**config.mk**
```make
export PLATFORM = sky130hd
export DESIGN_NAME = vtx_reuse_cache
export DESIGN_NICKNAME = d
export VERILOG_FILES = /design/src/rtl/vrc_pkg.sv /design/src/rtl/vrc_tag_store.sv /design/src/rtl/vrc_ctrl.sv /design/src/rtl/vrc_stats.sv /design/src/rtl/vtx_reuse_cache.sv
export SDC_FILE = /design/constraint.sdc
export NUM_CORES = 1
export LEC_CHECK = 0
export BUFFER_PORTS_ARGS = -buffer_cell sky130_fd_sc_hd__clkbuf_2
export CAP_MARGIN = 20
export CORE_AREA = 2 2 226 283
export DETAILED_ROUTE_END_ITERATION = 10
export DIE_AREA = 0 0 228 285
export PLACE_DENSITY = 0.72
export SLEW_MARGIN = 10
export SYNTH_ARGS = -nofsm -noshare
export SYNTH_HDL_FRONTEND = slang
export SYNTH_SLANG_ARGS = --single-unit
```
**constraint.sdc**
```tcl
create_clock -name clk_i -period 6.7 [get_ports clk_i]
set_clock_uncertainty 0.1 [all_clocks]
set_input_delay 0.67 -clock clk_i [delete_from_list [all_inputs] [get_ports clk_i]]
set_output_delay 0.67 -clock clk_i [all_outputs]
set_load 0.05 [all_outputs]
```
**src/rtl/vrc_pkg.sv**
```systemverilog
package vrc_pkg;
  localparam int unsigned IDX_W = 16;
  typedef enum logic [1:0] {ST_IDLE, ST_REQ, ST_WAIT, ST_OUT} vrc_state_e;
endpackage

```
**src/rtl/vrc_tag_store.sv**
```systemverilog
module vrc_tag_store
  import vrc_pkg::*;
#(
  parameter int unsigned DEPTH  = 16,
  parameter int unsigned DATA_W = 32
) (
  input  logic              clk_i,
  input  logic              rst_ni,
  input  logic              clr_i,
  input  logic [IDX_W-1:0]  lk_idx_i,
  output logic              lk_hit_o,
  output logic [DATA_W-1:0] lk_data_o,
  input  logic              ins_en_i,
  input  logic [IDX_W-1:0]  ins_idx_i,
  input  logic [DATA_W-1:0] ins_data_i
);
  localparam int unsigned PTR_W = (DEPTH > 1) ? $clog2(DEPTH) : 1;

  logic [PTR_W-1:0]  wr_q;
  logic [DEPTH-1:0]  vld_q;
  logic [DEPTH-1:0]  match;
  logic [IDX_W-1:0]  tag_q [DEPTH];
  logic [DATA_W-1:0] dat_q [DEPTH];
  logic              wr_go;

  assign wr_go = ins_en_i && !clr_i;

  always_ff @(posedge clk_i or negedge rst_ni) begin
    if (!rst_ni)         wr_q <= '0;
    else if (clr_i)      wr_q <= '0;
    else if (wr_go)      wr_q <= (wr_q == PTR_W'(DEPTH-1)) ? '0 : wr_q + 1'b1;
  end

  for (genvar e = 0; e < DEPTH; e++) begin : g_ent
    always_ff @(posedge clk_i or negedge rst_ni) begin
      if (!rst_ni)                            vld_q[e] <= 1'b0;
      else if (clr_i)                         vld_q[e] <= 1'b0;
      else if (wr_go && wr_q == PTR_W'(e))    vld_q[e] <= 1'b1;
    end

    always_ff @(posedge clk_i) begin
      if (wr_go && wr_q == PTR_W'(e)) begin
        tag_q[e] <= ins_idx_i;
        dat_q[e] <= ins_data_i;
      end
    end

    assign match[e] = vld_q[e] && (tag_q[e] == lk_idx_i);
  end

  // tags are unique (insert only on miss), so an OR-mux suffices
  always_comb begin
    lk_data_o = '0;
    for (int e = 0; e < DEPTH; e++) begin
      if (match[e]) lk_data_o = lk_data_o | dat_q[e];
    end
  end

  assign lk_hit_o = |match;
endmodule

```
**src/rtl/vrc_ctrl.sv**
```systemverilog
module vrc_ctrl
  import vrc_pkg::*;
#(
  parameter int unsigned DATA_W = 32
) (
  input  logic              clk_i,
  input  logic              rst_ni,
  input  logic              draw_start_i,
  input  logic              idx_valid_i,
  input  logic [IDX_W-1:0]  idx_i,
  input  logic              indexed_i,
  output logic              idx_ready_o,
  input  logic              lk_hit_i,
  input  logic [DATA_W-1:0] lk_data_i,
  output logic              ins_en_o,
  output logic [IDX_W-1:0]  ins_idx_o,
  output logic [DATA_W-1:0] ins_data_o,
  output logic              xf_req_valid_o,
  output logic [IDX_W-1:0]  xf_req_idx_o,
  input  logic              xf_req_ready_i,
  input  logic              xf_rsp_valid_i,
  input  logic [DATA_W-1:0] xf_rsp_data_i,
  output logic              out_valid_o,
  output logic [DATA_W-1:0] out_data_o,
  output logic              out_hit_o,
  input  logic              out_ready_i,
  output logic              hit_evt_o,
  output logic              miss_evt_o
);
  vrc_state_e        st_q;
  logic [IDX_W-1:0]  idx_q;
  logic              ind_q;
  logic [DATA_W-1:0] out_q;
  logic              hit_q;
  logic              accept, use_hit, rsp_take;

  assign idx_ready_o = (st_q == ST_IDLE);
  assign accept      = idx_valid_i && idx_ready_o;
  // a draw start in the same cycle makes the store look empty
  assign use_hit     = accept && indexed_i && lk_hit_i && !draw_start_i;
  assign rsp_take    = (st_q == ST_WAIT) && xf_rsp_valid_i;

  always_ff @(posedge clk_i or negedge rst_ni) begin
    if (!rst_ni) begin
      st_q  <= ST_IDLE;
      idx_q <= '0;
      ind_q <= 1'b0;
      out_q <= '0;
      hit_q <= 1'b0;
    end else begin
      unique case (st_q)
        ST_IDLE: if (accept) begin
          idx_q <= idx_i;
          ind_q <= indexed_i;
          if (use_hit) begin
            out_q <= lk_data_i;
            hit_q <= 1'b1;
            st_q  <= ST_OUT;
          end else begin
            hit_q <= 1'b0;
            st_q  <= ST_REQ;
          end
        end
        ST_REQ:  if (xf_req_ready_i) st_q <= ST_WAIT;
        ST_WAIT: if (rsp_take) begin
          out_q <= xf_rsp_data_i;
          st_q  <= ST_OUT;
        end
        ST_OUT:  if (out_ready_i) st_q <= ST_IDLE;
        default: st_q <= ST_IDLE;
      endcase
    end
  end

  assign xf_req_valid_o = (st_q == ST_REQ);
  assign xf_req_idx_o   = idx_q;
  assign out_valid_o    = (st_q == ST_OUT);
  assign out_data_o     = out_q;
  assign out_hit_o      = hit_q;
  assign ins_en_o       = rsp_take && ind_q;
  assign ins_idx_o      = idx_q;
  assign ins_data_o     = xf_rsp_data_i;
  assign hit_evt_o      = use_hit;
  assign miss_evt_o     = accept && indexed_i && !use_hit;
endmodule

```
**src/rtl/vrc_stats.sv**
```systemverilog
module vrc_stats #(
  parameter int unsigned CNT_W = 32
) (
  input  logic             clk_i,
  input  logic             rst_ni,
  input  logic             hit_evt_i,
  input  logic             miss_evt_i,
  output logic [CNT_W-1:0] hit_cnt_o,
  output logic [CNT_W-1:0] miss_cnt_o
);
  always_ff @(posedge clk_i or negedge rst_ni) begin
    if (!rst_ni) begin
      hit_cnt_o  <= '0;
      miss_cnt_o <= '0;
    end else begin
      if (hit_evt_i)  hit_cnt_o  <= hit_cnt_o + 1'b1;
      if (miss_evt_i) miss_cnt_o <= miss_cnt_o + 1'b1;
    end
  end
endmodule

```
**src/rtl/vtx_reuse_cache.sv**
```systemverilog
module vtx_reuse_cache
  import vrc_pkg::*;
#(
  parameter int unsigned DEPTH  = 16,
  parameter int unsigned DATA_W = 32,
  parameter int unsigned CNT_W  = 32
) (
  input  logic              clk_i,
  input  logic              rst_ni,
  input  logic              draw_start_i,
  input  logic              idx_valid_i,
  input  logic [15:0]       idx_i,
  input  logic              indexed_i,
  output logic              idx_ready_o,
  output logic              xf_req_valid_o,
  output logic [15:0]       xf_req_idx_o,
  input  logic              xf_req_ready_i,
  input  logic              xf_rsp_valid_i,
  input  logic [DATA_W-1:0] xf_rsp_data_i,
  output logic              out_valid_o,
  output logic [DATA_W-1:0] out_data_o,
  output logic              out_hit_o,
  input  logic              out_ready_i,
  output logic [CNT_W-1:0]  hit_cnt_o,
  output logic [CNT_W-1:0]  miss_cnt_o
);
  logic              lk_hit;
  logic [DATA_W-1:0] lk_data;
  logic              ins_en;
  logic [IDX_W-1:0]  ins_idx;
  logic [DATA_W-1:0] ins_data;
  logic              hit_evt, miss_evt;

  vrc_tag_store #(.DEPTH(DEPTH), .DATA_W(DATA_W)) u_store (
    .clk_i, .rst_ni,
    .clr_i      (draw_start_i),
    .lk_idx_i   (idx_i),
    .lk_hit_o   (lk_hit),
    .lk_data_o  (lk_data),
    .ins_en_i   (ins_en),
    .ins_idx_i  (ins_idx),
    .ins_data_i (ins_data)
  );

  vrc_ctrl #(.DATA_W(DATA_W)) u_ctrl (
    .clk_i, .rst_ni, .draw_start_i, .idx_valid_i, .idx_i, .indexed_i, .idx_ready_o,
    .lk_hit_i   (lk_hit),
    .lk_data_i  (lk_data),
    .ins_en_o   (ins_en),
    .ins_idx_o  (ins_idx),
    .ins_data_o (ins_data),
    .xf_req_valid_o, .xf_req_idx_o, .xf_req_ready_i, .xf_rsp_valid_i, .xf_rsp_data_i,
    .out_valid_o, .out_data_o, .out_hit_o, .out_ready_i,
    .hit_evt_o  (hit_evt),
    .miss_evt_o (miss_evt)
  );

  vrc_stats #(.CNT_W(CNT_W)) u_stats (
    .clk_i, .rst_ni,
    .hit_evt_i  (hit_evt),
    .miss_evt_i (miss_evt),
    .hit_cnt_o, .miss_cnt_o
  );
endmodule

```
* After elaboration in Yosys (flattened, before gate mapping) *
Memories as Yosys holds them, arrays and structs flattened.
Index checks and enable logic that the tools add are counted.

storage, ports and cells
  memories = 2
  bits of input ports = 56
  memory bits (writable) = 768
  output and inout port bits = 116
  latch bits = 0
  memory bits (read-only) = 0
  register bits = 136
  logic and storage cells = 363

operators by class
  $add $sub $neg = 3
  reduce and logical (&&, ||, !) cells = 96
  $lt $le $gt $ge = 0
  shift operators = 0
  equality and inequality tests = 39
  bitwise logic cells = 15
  multipliers = 0
  divide/modulo/power cells = 0
  multiplexer cells = 184

memories
  name           depth  width  read ports  clocked after Yosys merged registers in  write ports  line                 text
  u_store.dat_q  16     32     16          0                                        1            vrc_tag_store.sv:23  logic [DATA_W-1:0] dat_q [DEPTH];
  u_store.tag_q  16     16     16          0                                        1            vrc_tag_store.sv:22  logic [IDX_W-1:0] tag_q [DEPTH];

operators by type and width
  kind                                                   number
  two-way mux 32 bit                                     34
  OR 32 bit                                              15
  OR reduction 32 bit                                    15
  == test 16 bit                                         16
  OR reduction 16 bit                                    16
  two-way mux 16 bit                                     15
  two-way mux 4 bit                                      33
  two-way mux 1 bit                                      95
  adder 32 x 1 -> 32 bit, second input constant          2
  one-hot mux 32 bit (2 select lines)                    1
  logical AND 1 bit                                      40
  nonzero test 2 bit                                     18
  == test 4 bit, second input constant                   8
  == test 4 x 3 -> 1 bit, second input constant          4
  two-way mux 2 bit                                      5
  == test 4 x 2 -> 1 bit, second input constant          2
  one-hot mux 2 bit (4 select lines)                     1
  AND reduction 4 bit                                    2
  inequality test 2 x 1 -> 1 bit, second input constant  3
  adder 4 x 1 -> 4 bit, second input constant            1
  == test 2 bit, second input constant                   2
  == test 4 x 1 -> 1 bit, second input constant          1
  logical NOT 4 bit                                      1
  inequality test 2 bit, second input constant           2
  4 further kinds                                        5

* Depth between registers and ports, before layout *
  depth after elaboration = 36
  depth in mapped cells = 13

* Cells and area by module *
From an unflattened synthesis, not the netlist that was laid out.

second synthesis, totals
  cell total of the unflattened synthesis = 2675
  area, all modules = 38192.9 um2

modules (own cells, without submodules)
  module         cells each  area an instance (um2)  instances  seq. area each (um2)
  vrc_tag_store  2206        32428.6                 1          23562.6
  vrc_stats      252         2920.3                  1          1601.5
  vrc_ctrl       217         2844.0                  1          1301.2

* Worst setup path after synthesis *
No wires, ideal clock.

  path kind = register to register
  start point = register u_ctrl.st_q[0]
  end point = memory u_store.dat_q[2][0] (netlist: u_store.dat_q[0][64]), enable pin
  stages on the path, launching flop included = 8
  path slack = 1.434 ns
  clock period less this slack = 5.266 ns
  arrival time = 4.650 ns
  path buffers = 1
  path through = dfrtp_1 > inv_1 > ha_1 > clkbuf_1 > nand3_1 > nor2_1 > nand2_1 > nor3_1

between the ends
  longest elaborated chain between the ends = 23

ends and longest elaborated chain
  element                                                                                       line                 text
  from (decl)                                                                                   vrc_ctrl.sv:30       vrc_state_e st_q;
  from (signal assigned)                                                                        vrc_ctrl.sv:45       st_q <= ST_IDLE;
  from (signal assigned)                                                                        vrc_ctrl.sv:58       st_q <= ST_OUT;
  from (signal assigned)                                                                        vrc_ctrl.sv:61       st_q <= ST_REQ;
  == test 2 bit *                                                                               vrc_ctrl.sv:41       assign rsp_take = (st_q == ST_WAIT) && xf_rsp_valid_i;
  logical AND 1 bit *                                                                           vrc_ctrl.sv:41
  logical AND 1 bit *                                                                           vrc_ctrl.sv:80       assign ins_en_o = rsp_take && ind_q;
  logical AND 1 bit *                                                                           vrc_tag_store.sv:26  assign wr_go = ins_en_i && !clr_i;
  logical AND 1 bit                                                                             vrc_tag_store.sv:42  if (wr_go && wr_q == PTR_W'(e)) begin
  two-way mux 1 bit                                                                             vrc_tag_store.sv:42
  two-way mux 1 bit (not written as such)                                                       vrc_tag_store.sv:44  dat_q[e] <= ins_data_i;
  OR reduction 32 bit (no source line)                                                          --
  two-way mux 4 bit (no source line) / two-way mux 1 bit (equally long branches) (15 in a row)  --
  to (decl)                                                                                     vrc_tag_store.sv:23

Every way passes the cells marked *; elsewhere a longest branch is shown, timed or not.

* Worst setup path in the final report *
  start point = input port idx_i[1]
  end point = register u_ctrl.out_q[15] (netlist: u_ctrl.out_data_o[15])

between the ends
  longest elaborated chain between the ends = 36

ends and longest elaborated chain
  element                              line                   text
  from (decl)                          vtx_reuse_cache.sv:12  input logic [15:0] idx_i,
  == test 16 bit                       vrc_tag_store.sv:48    assign match[e] = vld_q[e] && (tag_q[e] == lk_idx_i);
  logical AND 1 bit                    vrc_tag_store.sv:48
  two-way mux 32 bit                   vrc_tag_store.sv:55    if (match[e]) lk_data_o = lk_data_o | dat_q[e];
  OR 32 bit                            vrc_tag_store.sv:55
  two-way mux 32 bit                   vrc_tag_store.sv:55
  OR 32 bit                            vrc_tag_store.sv:55
  two-way mux 32 bit                   vrc_tag_store.sv:55
  OR 32 bit                            vrc_tag_store.sv:55
  [20 not listed]                      --
  two-way mux 32 bit                   vrc_tag_store.sv:55
  OR 32 bit                            vrc_tag_store.sv:55
  two-way mux 32 bit                   vrc_tag_store.sv:55
  OR 32 bit                            vrc_tag_store.sv:55
  two-way mux 32 bit                   vrc_tag_store.sv:55
  two-way mux 32 bit                   vrc_ctrl.sv:55         if (use_hit) begin
  two-way mux 32 bit                   vrc_ctrl.sv:52         ST_IDLE: if (accept) begin
  one-hot mux 32 bit (2 select lines)  vrc_ctrl.sv:51         unique case (st_q)
  to (signal assigned)                 vrc_ctrl.sv:56         out_q <= lk_data_i;
  to (signal assigned)                 vrc_ctrl.sv:66         out_q <= xf_rsp_data_i;
  to (decl)                            vrc_ctrl.sv:33         logic [DATA_W-1:0] out_q;

Several ways; a longest one is shown, not always the timed one. The select of a mux whose other input is x is not followed.
A chain may end at the register's enable or synchronous reset.

==> metrics.log <==
INFO  metric cap_viol_max_count = 0
INFO  metric io-pin-count = 172
INFO  metric number_of_global_route_vias_before_repair = around 22,000
INFO  metric top_flip_flop_cell_by_instance_count_after_synthesis = sky130_fd_sc_hd__edfxtp_1
INFO  metric hold_viol_final = 0
INFO  metric postCtsSetupBuffers = 0
INFO  metric reg2reg_from = u_store.tag_q[0][59]$_DFFE_PP_
INFO  metric dpl-instance-area = 0.0378 mm²
INFO  metric setup_viol_count_final = 0
INFO  metric ctsLongestPathBuffers = 3
INFO  metric switching_share = ~28%
INFO  metric hold_path_class = input pin to async pin
INFO  metric clkSinkCount = 904
INFO  metric p_clk_share = 37.2%
INFO  metric power_frac_comb = between 10% and 20%
INFO  metric route.vias.total = 21,655
INFO  metric cts-root-buf = sky130_fd_sc_hd__clkbuf_16
INFO  metric multi_input_gate_area_in_the_final_layout = a little under 0.009 mm²
INFO  metric postCtsResizedCells = 0
INFO  metric outcome = completed
INFO  metric critical_path_required_time = 7.10 ns
INFO  metric drt_wl_total = 98.5 mm
INFO  metric max_freq = about 240 MHz
INFO  metric crit_arrival = 4.54 ns
INFO  metric initial_utilization = 57.1%
INFO  metric globalplace.congestion = 0.891
INFO  metric cts_inserted_buffers = 87
INFO  metric synth-seq-cells = 904
INFO  metric synth-warning-count = 0
INFO  metric floorplan.die.height = 285 µm
INFO  metric placement_rows = 103
INFO  metric criticalPathCategory = input pin to flip-flop
INFO  metric htree_num_levels = 3
INFO  metric dr.first_iter.drc_count = 2,649
INFO  metric yosysUniqueCellTypes = 54
INFO  metric library_cell_occupying_the_most_area_in_the_post_synthesis_netlist = sky130_fd_sc_hd__edfxtp_1
INFO  metric synthCells = 2,194
INFO  metric layout_worst_path_cycle_share = ~62%
INFO  metric synth_sequential_area_ratio = about three quarters
INFO  metric critical_path.startpoint_type = input pin
INFO  metric cts_tree = done
INFO  metric timing.max_slew.rel_slack = about a quarter
INFO  metric post-synth-top-area-fraction = 64.5%
INFO  metric total_nets_final = 2,459
INFO  metric max-vdd-ir-drop = 0.000309 V
INFO  metric num-fill-cells = 4,426
INFO  metric syn_nets = roughly 2,300
INFO  metric dp_hpwl = approximately 54 mm
INFO  metric routedWlPerCell = 29.7 µm
INFO  metric grt_util_all_layers = 30.3%
INFO  metric p_seq_share = 50.5%
INFO  metric cts.reportedPaths.clkPinSlew = 0.06 ns
INFO  metric cts.hold.buffers_added = 0
INFO  metric fraction_of_final_layout_cells_sized_beyond_drive_strength_1 = ~17%
INFO  metric power.leakage = 14.0 nW
INFO  metric core_region_area = between 0.06 and 0.07 mm²
INFO  metric timing.final.crit_period = 4.14 ns
INFO  metric timing.reg2reg.setup_slack = 2.90 ns
INFO  metric buffers_added_on_ports = 171
INFO  metric postLayoutCoreUtil = 65.0%
INFO  metric number_of_antenna_violations_at_the_first_check_in_global_routing = 5
INFO  metric design.die.area = 0.0650 mm²
INFO  metric avgViaCountPerCell = 6.54
INFO  metric worstSetupEndpointType = flip-flop
INFO  metric stdcell_area = 0.0407 mm²
INFO  metric grt_pass1_wl = ~140 mm
INFO  metric grt_max_degree = 78
INFO  metric design_internal_power = 0.00980 W
INFO  metric final.setup.tns = 0 ns
INFO  metric synthesis.area_per_instance = approximately 16 µm²
INFO  metric worst-r2r-cell-count = 11
INFO  metric drc_errors = 0
INFO  metric critical_path_peak_fanout = 64
INFO  metric die_x = between 200 and 250 µm
INFO  metric rsz_0062_raised_after_global_routing = false
INFO  metric timing_worst_slew_pin_value = 1.15 ns
INFO  metric regToRegEndpoint = u_ctrl.out_data_o[15]$_DFFE_PN0P_
INFO  metric gr-total-overflow = 0
INFO  metric layout-area-overhead-vs-synth = 13.9%
INFO  metric sequential_cell_area = 0.0265 mm²
INFO  metric final-max-slew-violation-count = 0
INFO  metric power.density_cell_area = 332 mW/mm²
INFO  metric synthesis.area = 0.0358 mm²
INFO  metric synth-async-reset-ratio = 15.0%
INFO  metric total_switching_power = about 0.0037 W
INFO  metric dr.pass1.iters = 5
INFO  metric synth_enable_flop_cells = 768
INFO  metric postRouteAntennaNets = 0
INFO  metric insertion_delay = 0.64 ns
INFO  metric synthTopCellsByArea = sky130_fd_sc_hd__edfxtp_1 64%, sky130_fd_sc_hd__dfrtp_1 9.5%, sky130_fd_sc_hd__xor2_1 4.3%
cell type report:
type                    instances  share of cell area (%)
diodes                          3                  0.0184
clock buffers                 119                    5.84
clock inverters                45                    1.38
inverters                      21                   0.194
multi-input cells            1155                    21.9
flip-flops and latches        904                    65.0
well taps                     840                    2.58
repair buffers                224                    3.12
worst max-delay path, stage by stage:
cell and delay (ns):
sky130_fd_sc_hd__clkbuf_2 0.65, sky130_fd_sc_hd__xor2_1 0.22, sky130_fd_sc_hd__nor4_1 0.31, sky130_fd_sc_hd__nand2_1 0.14, sky130_fd_sc_hd__nor4b_4 0.27, sky130_fd_sc_hd__buf_4 0.62
sky130_fd_sc_hd__nor4_1 0.18, sky130_fd_sc_hd__a41oi_2 0.69, sky130_fd_sc_hd__o21ai_4 0.10, sky130_fd_sc_hd__buf_4 0.36, sky130_fd_sc_hd__nand2_1 0.17, sky130_fd_sc_hd__o21ai_1 0.08
cells in the mapped netlist, drive strengths merged, types with 48 or more instances:
cell / number
a221oi: 128
a22o: 128
buf: 51
clkbuf: 63
dfrtp: 136
edfxtp: 768
nand2: 109
nand4: 48
nor2: 53
nor4: 66
xnor2: 145
xor2: 174
layer usage:
metal  track usage, %  up-vias  share of wire (%)
met5                0        -              0.043
met4             15.7        6                5.0
met3             5.16      272                8.4
met2             51.0     1186                 50
met1             38.0    11127                 37
li1                 -     9064                  -
through the flow:
step	total power, W	setup slack (ns)	cells	hold WS [ns]
2_1_floorplan	0.00783	1.43	2194	0.274
3_3_place_gp	0.00857	2.04	3143	0.362
3_5_place_dp	0.00861	1.92	3144	0.370
4_1_cts	0.0136	2.60	3308	0.0232
5_1_grt	0.0139	2.34	3310	0.0718
6_report	0.0135	2.56	3311	0.00746
cell usage in the layout, fill, tap and decap left out, drive strengths merged, types with 8 or more instances in the layout:
cell    count
a21o       16
a21oi      35
a221oi    128
a22o      128
a41oi      33
and3       11
and4       10
buf        54
bufinv     11
clkbuf    289
clkinv     29
dfrtp     136
edfxtp    768
ha         10
inv        22
mux2       18
nand2     109
nand3      36
nand4      48
nand4b      8
nor2       53
nor3       26
nor4       66
nor4b      28
o21ai      37
xnor2     145
xor2      174
state kept, by name, indices dropped and copies added, names as in the netlist:
signal and flops:
u_store.wr_q 4, u_ctrl.out_hit_o 1, u_store.tag_q 256, u_store.dat_q 512, u_ctrl.ind_q 1, u_store.vld_q 16, u_stats.hit_cnt_o 32, u_ctrl.st_q 2
u_ctrl.ins_idx_o 16, u_stats.miss_cnt_o 32, u_ctrl.out_data_o 32
power groups by stage:
stage	Sequential [W]	Clock, W	Combinational, W
after floorplan	0.00737	0	0.000453
after global placement	0.00695	0	0.00163
after detailed placement	0.00695	0	0.00166
after CTS	0.00684	0.00508	0.00166
after global routing	0.00685	0.00532	0.00173
final	0.00683	0.00503	0.00165
logic make-up (layout without fill, tap and decap cells):
group / count (synthesis) / count (layout) / synth area share (%)
DFF: 904 / 904 / 74.0
and+or+nand+nor: 424 / 424 / 6.75
AOI/OAI and AO/OA: 383 / 383 / 8.60
xor gates and xnor gates: 319 / 319 / 7.81
buffers and inverters: 135 / 409 / 1.91
muxes: 19 / 19 / 0.595
adders and majority gates: 10 / 10 / 0.350
other: 0 / 3 / 0
how the worst max path moves through the flow:
stage,start,to,slack (ns),depth (start not counted)
after global routing,idx_i[1],u_ctrl.out_data_o[15]$_DFFE_PN0P_,2.34,12
after floorplan,u_ctrl.st_q[0]$_DFFE_PN0P_,u_store.dat_q[0][64]$_DFFE_PP_,1.43,7
final,idx_i[1],u_ctrl.out_data_o[15]$_DFFE_PN0P_,2.56,12
after global placement,idx_i[8],u_ctrl.out_data_o[13]$_DFFE_PN0P_,2.04,12
after detailed placement,idx_i[1],u_ctrl.out_data_o[15]$_DFFE_PN0P_,1.92,12
after CTS,idx_i[1],u_ctrl.out_data_o[15]$_DFFE_PN0P_,2.60,12
No activity file was read; power rests on OpenSTA's default activity.
